[config.mk]
export PLATFORM = sky130hd
export DESIGN_NAME = frame_burst_capture
export DESIGN_NICKNAME = d
export VERILOG_FILES = /design/src/rtl/frame_burst_capture.sv
export SDC_FILE = /design/constraint.sdc
export NUM_CORES = 1
export LEC_CHECK = 0
export BUFFER_PORTS_ARGS = -buffer_cell sky130_fd_sc_hd__buf_2
export CAP_MARGIN = 20
export CORE_ASPECT_RATIO = 1.1
export CORE_UTILIZATION = 50
export DETAILED_ROUTE_END_ITERATION = 6
export PLACE_DENSITY = 0.73
export SYNTH_ARGS = -nofsm -noshare
export SYNTH_HDL_FRONTEND = slang
export SYNTH_SLANG_ARGS = --single-unit
[constraint.sdc]
create_clock -name clk -period 2.9 [get_ports clk]
set_clock_uncertainty 0.1 [all_clocks]
set_input_delay 0.145 -clock clk [delete_from_list [all_inputs] [get_ports clk]]
set_output_delay 0.145 -clock clk [all_outputs]
set_load 0.02 [all_outputs]
[src/rtl/frame_burst_capture.sv]
module frame_burst_capture #(
  parameter int SAMP_W     = 16,
  parameter int FRAME_LEN  = 512,
  parameter int MAX_FRAMES = 1024,
  parameter int LANES      = 4,
  parameter int CFG_AW     = 2,
  parameter int CFG_DW     = 32
) (
  input  logic                        clk,
  input  logic                        rst_n,
  input  logic                        cfg_we,
  input  logic [CFG_AW-1:0]           cfg_addr,
  input  logic [CFG_DW-1:0]           cfg_wdata,
  input  logic [SAMP_W-1:0]           in_re,
  input  logic [SAMP_W-1:0]           in_im,
  input  logic                        in_sof,
  input  logic                        in_eof,
  input  logic                        in_valid,
  output logic                        in_ready,
  output logic [LANES*2*SAMP_W-1:0]   m_tdata,
  output logic                        m_tvalid,
  input  logic                        m_tready,
  output logic                        m_tlast,
  output logic                        busy,
  output logic                        done
);
  localparam int LW     = 2 * SAMP_W;
  localparam int BEAT_W = LANES * LW;
  localparam int NF_W   = $clog2(MAX_FRAMES + 1);
  localparam int SI_W   = $clog2(FRAME_LEN);
  localparam int LN_W   = $clog2(LANES);
  localparam logic [CFG_AW-1:0] A_COUNT = CFG_AW'(0);
  localparam logic [CFG_AW-1:0] A_MODE  = CFG_AW'(1);
  localparam logic [CFG_AW-1:0] A_TRIG  = CFG_AW'(2);

  typedef enum logic [1:0] {S_IDLE, S_ARMED, S_CAP, S_DONE} st_t;

  st_t               st;
  logic [NF_W-1:0]   nframes, nf_cap;
  logic              mode_reg, pat_cap;
  logic [SI_W-1:0]   samp_idx;
  logic [NF_W-1:0]   frame_idx;
  logic [LN_W-1:0]   lane_q;
  logic [BEAT_W-LW-1:0] pack;
  logic [BEAT_W-1:0] out_data;
  logic              out_valid, out_last;

  wire unused_bits = ^{in_eof, cfg_wdata[CFG_DW-1:NF_W]};

  wire trig      = cfg_we && (cfg_addr == A_TRIG);
  wire rearm     = trig && (st != S_CAP);
  wire top_lane  = (lane_q == LN_W'(LANES - 1));
  wire stall     = top_lane && out_valid && !m_tready;
  assign in_ready = (st == S_CAP) ? !stall : 1'b1;

  wire take      = in_valid && in_ready;
  wire start     = (st == S_ARMED) && !trig && take && in_sof;
  wire cap_take  = take && ((st == S_CAP) || start);
  wire frame_end = (samp_idx == SI_W'(FRAME_LEN - 1));
  wire last_smp  = frame_end && (frame_idx == nf_cap - NF_W'(1));
  wire beat_full = cap_take && top_lane;

  wire [SAMP_W-1:0] smp_re = pat_cap ? SAMP_W'(samp_idx)  : in_re;
  wire [SAMP_W-1:0] smp_im = pat_cap ? SAMP_W'(frame_idx) : in_im;
  wire [LW-1:0]     smp    = {smp_im, smp_re};

  wire [NF_W-1:0] nf_wr = (cfg_wdata[NF_W-1:0] == '0) ? NF_W'(1) : cfg_wdata[NF_W-1:0];

  always_ff @(posedge clk) begin
    if (!rst_n) begin
      nframes  <= NF_W'(1);
      mode_reg <= 1'b0;
    end else if (cfg_we) begin
      if (cfg_addr == A_COUNT) nframes  <= nf_wr;
      if (cfg_addr == A_MODE)  mode_reg <= cfg_wdata[0];
    end
  end

  always_ff @(posedge clk) begin
    if (!rst_n) begin
      st <= S_IDLE;
    end else begin
      case (st)
        S_IDLE:  if (trig) st <= S_ARMED;
        S_ARMED: if (start) st <= S_CAP;
        S_CAP:   if (cap_take && last_smp) st <= S_DONE;
        S_DONE:  if (trig) st <= S_ARMED;
        default: st <= S_IDLE;
      endcase
    end
  end

  always_ff @(posedge clk) begin
    if (!rst_n) begin
      samp_idx  <= '0;
      frame_idx <= '0;
      lane_q    <= '0;
      nf_cap    <= NF_W'(1);
      pat_cap   <= 1'b0;
    end else if (rearm) begin
      samp_idx  <= '0;
      frame_idx <= '0;
      lane_q    <= '0;
      nf_cap    <= nframes;
      pat_cap   <= mode_reg;
    end else if (cap_take) begin
      lane_q <= LN_W'(lane_q + 1'b1);
      if (frame_end) begin
        samp_idx  <= '0;
        frame_idx <= NF_W'(frame_idx + 1'b1);
      end else begin
        samp_idx  <= SI_W'(samp_idx + 1'b1);
      end
    end
  end

  always_ff @(posedge clk) begin
    if (!rst_n) pack <= '0;
    else if (cap_take && !top_lane) pack[lane_q*LW +: LW] <= smp;
  end

  always_ff @(posedge clk) begin
    if (!rst_n) begin
      out_valid <= 1'b0;
      out_last  <= 1'b0;
      out_data  <= '0;
    end else if (beat_full) begin
      out_valid <= 1'b1;
      out_last  <= last_smp;
      out_data  <= {smp, pack};
    end else if (m_tready) begin
      out_valid <= 1'b0;
      out_last  <= 1'b0;
    end
  end

  assign m_tdata  = out_data;
  assign m_tvalid = out_valid;
  assign m_tlast  = out_last;
  assign busy     = (st == S_ARMED) || (st == S_CAP);
  assign done     = (st == S_DONE) && !out_valid;
endmodule


; Word level (Yosys, flattened, before mapping)
; Index checks and enable logic that the tools add are counted.
[classes]
bitwise = 1
addsub = 5
mux = 13
shifts = 2
eq_ne = 12
n_reduce_logical = 31
[ops]
columns = cell, count
row1 = bitwise mux 96 bit, 1
row2 = "variable shift 32 x 34 -> 96 bit, first input constant", 1
row3 = indexed part select 32 x 34 -> 96 bit, 1
row4 = negation 7 -> 34 bit, 1
row5 = two-way mux 16 bit, 2
row6 = logical AND 1 bit, 14
row7 = "adder 11 x 1 -> 11 bit, second input constant", 1
row8 = equality test 11 bit, 1
row9 = zero test 11 bit, 1
row10 = two-way mux 11 bit, 1
row11 = "subtractor 11 x 1 -> 11 bit, second input constant", 1
row12 = "adder 9 x 1 -> 9 bit, second input constant", 1
row13 = "equality test 9 bit, second input constant", 1
row14 = two-way mux 9 bit, 1
row15 = "equality test 2 bit, second input constant", 4
row16 = two-way mux 2 bit, 3
row17 = case mux 2 bit (3 select lines), 1
row18 = AND reduction 2 bit, 3
row19 = zero test 1 bit, 5
row20 = "equality test 2 x 1 -> 1 bit, second input constant", 2
row21 = zero test 2 bit, 2
row22 = two-way mux 1 bit, 4
row23 = "inequality test 2 x 1 -> 1 bit, second input constant", 2
row24 = "inequality test 2 bit, second input constant", 2
row25 = 6 further kinds, 8
[word_totals]
regBits = 274
output_inout_bits = 133

; Depth between registers and ports, before layout
; Gate-level depths: netlist of run 1.
[depth]
word_depth = 13
ltp_mapped = 11

; Worst setup path before layout of run 1
; OpenSTA, ideal clock, no wires.
[synth_path]
path_kind = register -> register
startpoint = reg st[0]
endpoint = reg pack[43]
synth_period_minus_slack_ps = 2478
setup_slack_ps = 422
t_arrival_ps = 2308
stages_incl_launch_ff = 11
setup_time_ps = 71
cell_sequence = dfxtp_1 inv_1 ha_1 clkbuf_1 nand4b_1 nand2_1 nor2_1 nand3b_1 clkbuf_1 or3_1 a21oi_1
[synth_via]
elab_chain_len = 8
[synth_lines]
columns = item, line
row1 = from (decl), 38  ; st_t st;
row2 = from (signal assigned), 81  ; st <= S_IDLE;
row3 = from (signal assigned), 84  ; S_IDLE: if (trig) st <= S_ARMED;
row4 = from (signal assigned), 85  ; S_ARMED: if (start) st <= S_CAP;
row5 = equality test 2 bit *, 54  ; assign in_ready = (st == S_CAP) ? !stall : 1'b1;
row6 = two-way mux 1 bit *, 54
row7 = via in_ready, 19  ; output logic in_ready,
row8 = logical AND 1 bit *, 56  ; wire take = in_valid && in_ready;
row9 = logical AND 1 bit (2 in a row), 57  ; wire start = (st == S_ARMED) && !trig && take && in_sof;
row10 = logical OR 1 bit, 58  ; wire cap_take = take && ((st == S_CAP) || start);
row11 = logical AND 1 bit *, 58
row12 = logical AND 1 bit *, 119  ; else if (cap_take && !top_lane) pack[lane_q*LW +: LW] <= smp;
row13 = "to (signal, indexed assignment)", 119
row14 = to (decl), 44  ; logic [BEAT_W-LW-1:0] pack;
; The timed path passes the listed nets; every way through them passes the cells marked *.
; A chain may end at the register's enable or synchronous reset.

; Worst setup path in the final report of run 1
[layout_path]
startpoint = reg nf_cap[0]
endpoint = reg st[0]
[layout_via]
elab_chain_len = 6
[layout_lines]
columns = item, line
row1 = from (decl), 39  ; logic [NF_W-1:0] nframes, nf_cap;
row2 = from (signal assigned), 104  ; nf_cap <= nframes;
row3 = subtractor 11 x 1 -> 11 bit, 60  ; wire last_smp = frame_end && (frame_idx == nf_cap - NF_W'(1));
row4 = equality test 11 bit, 60
row5 = logical AND 1 bit, 60
row6 = logical AND 1 bit, 86  ; S_CAP: if (cap_take && last_smp) st <= S_DONE;
row7 = inequality test 2 x 1 -> 1 bit (no source line), -
row8 = AND reduction 3 bit (no source line), -
row9 = to (signal assigned), 86
row10 = to (signal assigned), 87  ; S_DONE: if (trig) st <= S_ARMED;
row11 = to (signal assigned), 88  ; default: st <= S_IDLE;
; Every way passes these cells.

==> metrics.md, run 1 <==
| Metric | Value |
|---|---|
| P per Cell Area | `between 600 and 700 nW/um^2` |
| Post-DP Area | `12000 sq um` |
| Largest net degree at the start of global routing | `between 100 and 150` |
| Top-area cell type share of the netlist area | `between 50% and 60%` |
| Cts hold-fix bufs | `21` |
| Minimum clock period | `about 2.6 ns` |
| Critical path endpoint category | `register` |
| Inst Count DP | `between 1500 and 2000` |
| Vias in the first global route | `about 8500` |
| Net Count, Synth | `between 1000 and 1500` |
| Post-Route Setup TNS | `0 ns` |
| Die ar. | `~22000 sq um` |
| Overflow after GRT | `0` |
| Fin util | `between 60% and 70%` |
| Hold/Removal Path Class | `input pin to register` |
| Total power | `~8.1 mW` |
| RSZ-0062 raised after global routing | `false` |
| Crit path DAT | `between 2 and 3 ns` |
| Mapped Area | `about 11000 sq um` |
| DP HPWL | `about 19000 um` |
| Leading cell type in the layout, fill and taps excluded | `nand2_1` |
| R2R Setup Slk | `0.34 ns` |
| Post-Synthesis Cells | `approximately 1300` |
| Initial antenna violation count | `1` |
| Logic gate share of total power | `between 10% and 20%` |
| Starting density of the core | `around half` |
| CTS clock-pin slew for the worst setup and hold paths | `~0.070 ns` |
| Rows | `55` |
| Final instance area | `around 13000 sq um` |
| Root Buffer | `clkbuf_16` |
| Setup-failing EPs final | `0` |
| Most used cell, CP | `nand3_1` |
| Largest delay contributor family on the critical path | `simple AND/OR/NAND/NOR gates` |
| WL final | `slightly below 30000 um` |
| Sw frac | `approximately a quarter` |
| GR Util All Layers | `a little over a quarter` |
| Slew Limit Fails | `0` |
| Max_cap viols | `0` |
| Worst setup margin | `~0.34 ns` |
| Cts repair resizes | `0` |
| Worst slew pin tran | `between 0.9 and 1 ns` |
| NumNets Final | `between 1500 and 2000` |
| Synth warn | `0` |
| Period utilization | `between 80 and 90%` |
| Sink Count | `between 200 and 300` |
| Worst-Skew Late Latency | `between 0.5 and 0.6 ns` |
| Crit path largest cell delay | `approximately 0.54 ns` |
| Internal power | `about 6 mW` |
| Die Y | `155 um` |
| Main area contributors after synthesis | `dfxtp_1, a21oi_1, nand2_1, nor2_1, nor3_1` |
| Dpl ws | `between 0.3 and 0.4 ns` |
| Run status | `complete, no violations` |
| Clock Path Buffers | `3` |
| Async S/R FF share, synth | `0%` |
| Syn_area_per_cell | `just over 8 sq um` |
| Drt first pass iters | `5` |
| Die X-Extent | `~140 um` |
| Post-synth EDFFs | `0` |
| Hold Violations, Final | `0` |
| Critical Path, Cell by Cell | `inv_1, ha_1, or3b_2, or4_1, nand3_1, o211ai_2, or3b_1, nand3_1` |
| Sequential Power Share | `approximately half` |
| Syn-to-layout area delta | `21.3%` |
| Leak | `4.94 nW` |
| Worst hold slack | `about 0.019 ns` |
| Max reg flops | `roughly 130` |
| WP buf/inv | `1` |
| CORE AREA | `about 21000 sq um` |
| H-tree depth | `1` |
| Clk pwr share | `40.2%` |
| Post-CTS setup buffers | `0` |
| Total number of vias | `9674` |
| Layout cells sized above 1 | `17.6%` |
| I/O pin total | `206` |
| FF+latch count, synth | `between 200 and 300` |
| Yosys cell types | `51` |
| Launching element type of the critical path | `register` |
| Drt drc | `0` |
| Antenna Nets Post-Route | `0` |
| CP max stage cell | `or4_1` |
| Max-Slew Margin vs Limit | `between 30% and 40%` |
| CP Data Required Time | `3.27 ns` |
| Iter 0 DRT Violations | `811` |
| FMAX | `between 300 and 400 MHz` |
| Worst Setup Path Type | `register to register` |
| Area leader, netlist | `dfxtp_1` |
| Most frequent cells in the layout | `nand2_1, dfxtp_1, a21oi_1` |
| First-pass GRT wire length | `between 40000 and 50000 um` |
| Net load switching power | `2.05 mW` |
| Most used DFF post-synth | `dfxtp_1` |
| RD Place Congestion | `0.881` |
| CTS tree | `done` |
| CP max FO | `5` |
| Seq/Total Area, Yosys | `51.2%` |
| Total CTS buffers | `27` |
| Post-DR vias/cell | `roughly 5.4` |
| Maximum vdd drop | `slightly below 0.5 mV` |
| Wire length per cell | `~17 um` |
| Finished Layout Cells | `roughly 1800` |
| Port Buffers | `between 150 and 200` |
## worst min-delay path: cells and delay by family
kind,cells,cell delay [ns]
AOI/OAI and AO/OA,1,0.05
buffers and inverters,2,0.26
and+or+nand+nor,2,0.13
## path summary, 6_finish.rpt
| check | to | depth (start not counted) | start |
|---|---|---|---|
| min reg2reg | m_tdata[30]$_SDFFE_PN0P_ | 2 | m_tdata[30]$_SDFFE_PN0P_ |
| max reg2reg | st[0]$_SDFFE_PN0P_ | 8 | nf_cap[0]$_SDFFE_PN1P_ |
| min | nframes[1]$_SDFFE_PN0P_ | 5 | cfg_addr[0] |
| max | st[0]$_SDFFE_PN0P_ | 8 | nf_cap[0]$_SDFFE_PN1P_ |
## cells in the mapped netlist (4+ instances only)
master    instances
nand2_1         284
dfxtp_1         274
a21oi_1         233
nor2_1          143
clkbuf_1         86
nor3_1           66
or3_1            33
mux2i_1          22
a211oi_1         20
xor2_1           16
nand3_1          15
ha_1             13
nand2b_1         13
buf_1            11
xnor2_1          11
inv_1            10
nor4_1            6
o21ai_0           6
nand3b_1          5
nand4b_1          5
and3_1            4
nand4_1           4
or3b_2            4
or4_1             4
## cell type report
cell class              instances  area (sq um)
clock buffers                  39           751
inverters                      11          46.3
flip-flops and latches        274          5490
fillers                      1937          7800
well taps                     285           357
clock inverters                 4          51.3
multi-input cells             943          4820
diodes                          1          2.50
repair buffers                235          1470
## routing by layer
| metal | vias to the layer above | track usage [%] | wire [um] |
|---|---|---|---|
| met5 | - | 0 | 0 |
| met4 | 0 | 6.20 | 505 |
| met3 | 36 | 4.80 | 2300 |
| met2 | 333 | 43.0 | 13800 |
| met1 | 4508 | 37.1 | 13100 |
| li1 | 4797 | - | - |
## power by group through the flow
stage / Combinational (mW) / Clock (mW) / Sequential, mW
3_3_place_gp: 0.861 / 0 / 4.00
5_1_grt: 0.999 / 3.47 / 3.93
4_1_cts: 0.894 / 3.31 / 3.92
3_5_place_dp: 0.873 / 0 / 4.00
2_1_floorplan: 0.591 / 0 / 3.99
6_report: 0.907 / 3.25 / 3.92
## cells by family after synthesis
group                    share of synthesized area [%]
AND/OR/NAND/NOR                                   24.7
XOR/XNOR                                          2.21
multiplexers                                      2.16
buffers and inverters                             3.93
flip-flops                                        51.2
adder cells (fa/ha/maj)                           1.52
AO/OA/AOI/OAI                                     14.2
Note: power is estimated with default switching activity, not from simulation.
==> run 2: changes to the inputs <==
- ABC_AREA: default -> 1
- GPL_ROUTABILITY_DRIVEN: default -> 0
- PLACE_DENSITY: 0.73 -> default
- PLACE_DENSITY_LB_ADDON: default -> 0.25
==> run 2 against run 1 <==
  * Via count up 6.3%
  * Sequential share of layout area shrank 0.80 points
  * Global-route usage is 1.4 points higher
  * Final area is 1.9% higher
  * Setup slack lost 0.014 ns
  * Critical endpoint unchanged
  * Synthesized cell count rose by 9.3%
  * Routed wire length grew 6.4%
  * Highest routed layer unchanged
==> metrics.md, run 2 <==
| Metric | Value |
|---|---|
| Leading cell type in the layout, fill and taps excluded | `nand2_1` |
| Post-CTS setup buffers | `0 (unchanged)` |
| Initial antenna violation count | `0 (-1)` |
| First-pass GRT wire length | `49100 um (+6.8%)` |
| R2R Setup Slk | `0.33 ns (about the same)` |
| Total CTS buffers | `28 (+3.7%)` |
| NumNets Final | `1713 (+8.6%)` |
| Antenna Nets Post-Route | `0 (unchanged)` |
| Critical path endpoint category | `register` |
| Clock Path Buffers | `3 (unchanged)` |
| DP HPWL | `20600 um (+7.8%)` |
| Sw frac | `28.6% (+3.2 points)` |
| Met2 Track Usage GR | `46.8% (+3.8 points)` |
| Die Y | `157 um (+0.94%)` |
| Yosys cell types | `34 (-33%)` |
| Met3 Usage GRT | `6.36% (+1.6 points)` |
| WP buf/inv | `1 (unchanged)` |
| Met1 GRT Util | `36.1% (-0.94 points)` |
| I/O pin total | `206 (unchanged)` |
| Net load switching power | `2.52 mW (+23%)` |
| Critical Path, Cell by Cell | `ha_1, inv_1, nor4_1, nand2_1, nor2_1, ha_1, nand3_1, nor2_1, nand2_1, nor2_1, nand3_1, nor2_1, nand3_1, nand2_1, nand3_2, nand2_1, nand2_1, nor2_1` |
| Seq/Total Area, Yosys | `50.3% (-0.96 points)` |
| Sequential Power Share | `44.9% (-3.7 points)` |
| Crit path largest cell delay | `0.37 ns (-0.17 ns)` |
| Post-synth top cells | `nand2_1, dfxtp_1, a21oi_1` |
| Overflow after GRT | `0 (unchanged)` |
| GR Util All Layers | `28.1% (+1.4 points)` |
| Die ar. | `22400 sq um (+1.9%)` |
| Total number of vias | `10284 (+6.3%)` |
| Launching element type of the critical path | `register` |
| Inserted Diodes | `0 (-1)` |
| CP max FO | `4 (-1)` |
| Syn-to-layout area delta | `21.3% (about the same)` |
| Post-DR vias/cell | `5.30 (-1.8%)` |
| Root Buffer | `clkbuf_16` |
| Sink Count | `274 (unchanged)` |
| Worst Setup Path Type | `register to register` |
| Max reg flops | `128 (unchanged)` |
| Worst-Skew Late Latency | `0.55 ns (+0.02 ns)` |
| Cts repair resizes | `0 (unchanged)` |
| Post-synth EDFFs | `0 (unchanged)` |
| Largest net degree at the start of global routing | `213 (+90%)` |
| Hold/Removal Path Class | `input pin to register` |
| Crit path DAT | `2.94 ns (about the same)` |
| Rows | `56 (+1.8%)` |
| Top-area cell type share of the netlist area | `50.3% (-0.96 points)` |
| FF+latch count, synth | `274 (unchanged)` |
| Drt drc | `0 (unchanged)` |
| CP max stage cell | `dfxtp_1` |
| Area leader, netlist | `dfxtp_1` |
| Synth warn | `0 (unchanged)` |
| Cts hold-fix bufs | `32 (+52%)` |
| Hold Violations, Final | `0 (unchanged)` |
| Starting density of the core | `51.1% (-0.46 points)` |
| Layout cells sized above 1 | `17.5% (-0.13 points)` |
| Internal power | `6.28 mW (+4.3%)` |
| Post-Route Setup TNS | `0 ns (unchanged)` |
| CTS tree | `done` |
| Vias in the first global route | `9460 (+11%)` |
| Worst slew pin tran | `1.05 ns (+0.0759 ns)` |
| Main area contributors after synthesis | `dfxtp_1, nand2_1, a21oi_1, nand3_1, o21ai_0` |
| Total power | `8.80 mW (+8.9%)` |
| Logic gate share of total power | `14.7% (+3.5 points)` |
| Maximum vdd drop | `0.544 mV (+12%)` |
| CTS clock-pin slew for the worst setup and hold paths | `0.06 ns (about the same)` |
| RSZ-0062 raised after global routing | `false` |
| Wire length per cell | `16.3 um (-1.6%)` |
| Run status | `complete, no violations` |
| Max-Slew Margin vs Limit | `30.0% (-3.2 points)` |
| Period utilization | `88.7% (+0.47 points)` |
| Port Buffers | `183 (unchanged)` |
| Clk pwr share | `40.4% (+0.2 points)` |
| Largest delay contributor family on the critical path | `simple AND/OR/NAND/NOR gates` |
| Async S/R FF share, synth | `0% (unchanged)` |
| Die X-Extent | `143 um (+0.94%)` |
| Most frequent cells in the layout | `nand2_1, dfxtp_1, a21oi_1` |
| Minimum clock period | `2.57 ns (+0.0136 ns)` |
| WL final | `31600 um (+6.4%)` |
| Mapped Area | `10900 sq um (+1.9%)` |
| H-tree depth | `1 (unchanged)` |
| Most used DFF post-synth | `dfxtp_1` |
| Leak | `5.29 nW (+7.2%)` |
| Net Count, Synth | `1537 (+8.7%)` |
| CP Data Required Time | `3.27 ns (about the same)` |
| Max_cap viols | `0 (unchanged)` |
| FMAX | `389 MHz (-0.53%)` |
| CORE AREA | `21400 sq um (+2.8%)` |
| Syn_area_per_cell | `7.52 sq um (-6.7%)` |
| Iter 0 DRT Violations | `891 (+9.9%)` |
| P per Cell Area | `665 nW/um^2 (+6.9%)` |
| Post-Synthesis Cells | `1451 (+9.3%)` |
| Slew Limit Fails | `0 (unchanged)` |
| Drt first pass iters | `5 (unchanged)` |
| Setup-failing EPs final | `0 (unchanged)` |
| GRT Max-Usage Layer | `met2` |
| Count leader, synth | `nand2_1` |
-- run 2: cell types whose count changed in the layout (fill, tap and decap cells not counted), sizes merged, moves of 22 or more --
cell / previous run / this run
nand3: 15 / 97
mux2i: 22 / 0
nor2: 143 / 79
or3: 33 / 0
nand4: 4 / 26
inv: 12 / 91
o21ai: 6 / 68
nor3: 66 / 12
nand2: 284 / 414
-- run 2: area by class of cell --
| cell class | instances | area [sq um] |
|---|---|---|
| Fill cell | 1940 | 8140 |
| Sequential cell | 274 | 5490 |
| Multi-Input combinational cell | 991 | 4640 |
| Timing Repair Buffer | 239 | 1450 |
| Clock buffer | 45 | 875 |
| Tap cell | 290 | 363 |
| Inverter | 93 | 359 |
| Clock inverter | 7 | 52.6 |
-- run 2: power groups by stage --
stage / combinational (mW) / sequential, mW / clock (mW)
2_1_floorplan: 0.846 / 4.01 / 0
3_3_place_gp: 1.21 / 4.03 / 0
3_5_place_dp: 1.22 / 4.03 / 0
4_1_cts: 1.26 / 3.95 / 3.60
5_1_grt: 1.42 / 3.96 / 3.76
6_report: 1.29 / 3.95 / 3.55
-- run 2: worst min-delay path: cells and delay by family --
family / cells / cell delay (ns)
buffers and inverters: 2 / 0.27
AO/OA/AOI/OAI: 2 / 0.21
-- run 2: path summary, 6_finish.rpt --
check | depth (start not counted) | from | end
max | 18 | samp_idx[0]$_SDFFE_PP0P_ | st[0]$_SDFFE_PN0P_
min | 4 | in_im[9] | m_tdata[121]$_SDFFE_PN0P_
max reg2reg | 18 | samp_idx[0]$_SDFFE_PP0P_ | st[0]$_SDFFE_PN0P_
min reg2reg | 2 | pack[83]$_SDFFE_PN0P_ | m_tdata[83]$_SDFFE_PN0P_
-- run 2: layer usage --
| metal | vias up | wire length [um] |
|---|---|---|
| met5 | - | 0 |
| met4 | 0 | 732 |
| met3 | 44 | 2480 |
| met2 | 386 | 14900 |
| met1 | 4754 | 13500 |
| li1 | 5100 | - |
-- run 2: logic make-up (layout without fill, tap and decap cells) --
logic type	after synthesis	count (layout)	share of synthesized area, %
and+or+nand+nor	637	637	24.8
AOI/OAI and AO/OA	330	330	15.3
DFF	274	274	50.3
buffers and inverters	186	384	7.28
adders and majority gates	13	13	1.49
xor gates and xnor gates	11	11	0.883
-- run 2: per-stage QoR --
| stage | hold WS, ns | instance area (sq um) | std cells | utilization, % | worst slack [ns] |
|---|---|---|---|---|---|
| finish | 0.0160 | 13200 | 1939 | 61.9 | 0.327 |
| global route | 0.00975 | 13200 | 1939 | 61.9 | 0.0273 |
| CTS | 0.0000820 | 13200 | 1939 | 61.9 | 0.309 |
| detailed placement | 0.316 | 12000 | 1855 | 56.1 | 0.378 |
| global placement | 0.312 | 12000 | 1855 | 56.1 | 0.406 |
| floorplan | 0.190 | 10900 | 1451 | - | 0.731 |
==> run 3: changes to the inputs <==
- clock period: 2.9 -> 2.1 ns (I/O delays scaled with it)
==> run 3 against run 2 <==
  * The run now ends with negative hold slack, negative setup slack left
  * Setup slack worse by 0.54 ns
  * Sequential share of layout area is 1.7 points lower
  * Die area stayed put
  * Global-route usage is 0.35 points lower
  * Via count is 1.7% higher
==> metrics.md, run 3 (synthesized netlist as in run 2, its figures left out) <==
| Metric | Value |
|---|---|
| Reg-to-reg endpoint | `frame_idx[9]$_SDFFE_PP0P_` |
| Worst hold slack | `-0.0216 ns (-0.0376 ns)` |
| Hold Violations, Final | `2 (+2)` |
| GR Util All Layers | `27.7% (-0.35 points)` |
| Minimum clock period | `2.31 ns (-0.260 ns)` |
| Leading cell type in the layout, fill and taps excluded | `nand2_1` |
| FMAX | `432 MHz (+11%)` |
| CTS clock-pin slew for the worst setup and hold paths | `0.07 ns (about the same)` |
| Max reg flops | `128 (unchanged)` |
| Reg-to-Reg Start | `samp_idx[1]$_SDFFE_PP0P_` |
| First-pass GRT wire length | `48800 um (-0.58%)` |
| Total power | `12.1 mW (+38%)` |
| CTS tree | `done` |
| Sink Count | `274 (unchanged)` |
| Min-delay src | `in_sof` |
| Launching element type of the critical path | `register` |
| Maximum vdd drop | `0.607 mV (+12%)` |
| Root Buffer | `clkbuf_16` |
| Initial antenna violation count | `0 (unchanged)` |
| Slew Limit Fails | `0 (unchanged)` |
| Vias in the first global route | `9658 (+2.1%)` |
| Most frequent cells in the layout | `nand2_1, dfxtp_1, a21oi_1` |
| Logic gate share of total power | `16.3% (+1.6 points)` |
| Drt first pass iters | `5 (unchanged)` |
| Drt drc | `0 (unchanged)` |
| Hold/Removal Path Class | `input pin to register` |
| Iter 0 DRT Violations | `672 (-25%)` |
| Net load switching power | `3.47 mW (+38%)` |
| Run status | `finished with violations` |
| Worst setup margin | `-0.214 ns (-0.540 ns)` |
| WHS Endpoint | `st[1]$_SDFFE_PN0P_` |
| Period utilization | `110% (+21 points)` |
| Worst slew pin tran | `1.08 ns (+0.0267 ns)` |
| Crit path DAT | `2.65 ns (-0.29 ns)` |
| Overflow after GRT | `0 (unchanged)` |
| Port Buffers | `183 (unchanged)` |
| R2R Setup Slk | `-0.21 ns (-0.54 ns)` |
| Wire length per cell | `16.0 um (-1.9%)` |
| Starting density of the core | `51.1% (unchanged)` |
| Die X-Extent | `143 um (unchanged)` |
| NumNets Final | `1759 (+2.7%)` |
| CORE AREA | `21400 sq um (unchanged)` |
| Layout cells sized above 1 | `21.1% (+3.7 points)` |
| Total number of vias | `10458 (+1.7%)` |
| Worst hold path stage count | `5 (+1)` |
| Critical path endpoint category | `register` |
| Sw frac | `28.6% (about the same)` |
| Post-DR vias/cell | `5.27 (-0.56%)` |
| Leak | `5.57 nW (+5.3%)` |
| Sequential Power Share | `44.9% (about the same)` |
| I/O pin total | `206 (unchanged)` |
| Rows | `56 (unchanged)` |
| H-tree depth | `1 (unchanged)` |
| WL final | `31700 um (+0.33%)` |
| Failing checks | `negative hold slack, negative setup slack` |
| Worst Reg-to-Reg Cells | `16 (-2)` |
| Largest net degree at the start of global routing | `213 (unchanged)` |
| CP max FO | `3 (-1)` |
| CP Data Required Time | `2.43 ns (-0.84 ns)` |
| Max-Slew Margin vs Limit | `28.2% (-1.8 points)` |
| DP HPWL | `21300 um (+3.2%)` |
| Antenna Nets Post-Route | `0 (unchanged)` |
| Worst Setup Path Type | `register to register` |
| Inserted Diodes | `0 (unchanged)` |
| Clk pwr share | `38.8% (-1.6 points)` |
| Clock Path Buffers | `3 (unchanged)` |
| Die Y | `157 um (unchanged)` |
| Die ar. | `22400 sq um (unchanged)` |
| Internal power | `8.68 mW (+38%)` |
| RSZ-0062 raised after global routing | `true` |
| Total CTS buffers | `27 (-3.6%)` |
| Worst-Skew Late Latency | `0.55 ns (about the same)` |
| P per Cell Area | `878 nW/um^2 (+32%)` |
| Max_cap viols | `0 (unchanged)` |
| Syn-to-layout area delta | `26.8%` |
| Setup-failing EPs final | `9 (+9)` |
[run 3: layout make-up]
type / count / area [sq um]
Inverter: 93 / 372
Sequential cell: 274 / 5490
Timing Repair Buffer: 286 / 1960
Clock buffer: 38 / 797
Clock inverter: 11 / 73.8
Multi-Input combinational cell: 991 / 4780
Tap cell: 290 / 363
Fill cell: 1899 / 7540
[run 3: what timing repair did]
| item | in CTS | in global routing |
|---|---|---|
| endpoints found under the setup margin | 15 | 159 |
| buffers inserted | 4 | 7 |
| gates cloned | 0 | 0 |
| resized for setup | 14 | 38 |
| hold endpoints to repair | 65 | 0 |
| pin swaps | 5 | 14 |
| hold buffers | 39 | 0 |
[run 3: worst max-delay path by stage]
stage | to | slack, ns | startpoint
after global placement | st[1]$_SDFFE_PN0P_ | -0.12 | samp_idx[0]$_SDFFE_PP0P_
after CTS | st[1]$_SDFFE_PN0P_ | -0.14 | samp_idx[0]$_SDFFE_PP0P_
final | frame_idx[9]$_SDFFE_PP0P_ | -0.21 | samp_idx[1]$_SDFFE_PP0P_
after global routing | st[0]$_SDFFE_PN0P_ | -0.45 | samp_idx[1]$_SDFFE_PP0P_
after detailed placement | st[1]$_SDFFE_PN0P_ | -0.20 | samp_idx[0]$_SDFFE_PP0P_
after floorplan | st[0]$_SDFFE_PN0P_ | 0.05 | samp_idx[0]$_SDFFE_PP0P_
[run 3: metrics by stage]
stage	instance area, sq um	setup WS (ns)	cells	util, %	TNS [ns]
after floorplan	10900	0.0510	1451	-	0
after global routing	13800	-0.454	1983	64.7	-3.65
after CTS	13700	-0.138	1977	64.0	-0.273
after global placement	12300	-0.120	1885	57.7	-0.243
final	13800	-0.214	1983	64.7	-1.35
after detailed placement	12300	-0.203	1885	57.7	-0.839
[run 3: metal layers]
metal | up-vias | part of all wire (%) | GRT usage (%)
met3 | 69 | 7.4 | 5.51
met4 | 0 | 3.5 | 10.6
met1 | 4818 | 42 | 34.5
met5 | - | 0 | 0
met2 | 382 | 48 | 47.3
li1 | 5189 | - | -
[run 3: critical path: stages, from the launching register on]
cell and delay (ns):
dfxtp_2 0.37, ha_4 0.17, inv_4 0.04, nor4_4 0.18, nand2_1 0.08, nor2_1 0.10, ha_2 0.21, buf_4 0.11
inv_2 0.03, nor2_4 0.13, inv_2 0.07, nor2_4 0.11, nand2_4 0.07, nor2_4 0.14, nand3_2 0.10, o21ai_2 0.14
a21oi_1 0.05
[run 3: power groups by stage]
stage          Sequential [mW]  Combinational, mW  Clock [mW]
4_1_cts                   5.45               1.88        4.77
3_5_place_dp              5.55               1.80           0
5_1_grt                   5.47               2.15        5.00
6_report                  5.46               1.98        4.71
3_3_place_gp              5.55               1.79           0
2_1_floorplan             5.54               1.17           0
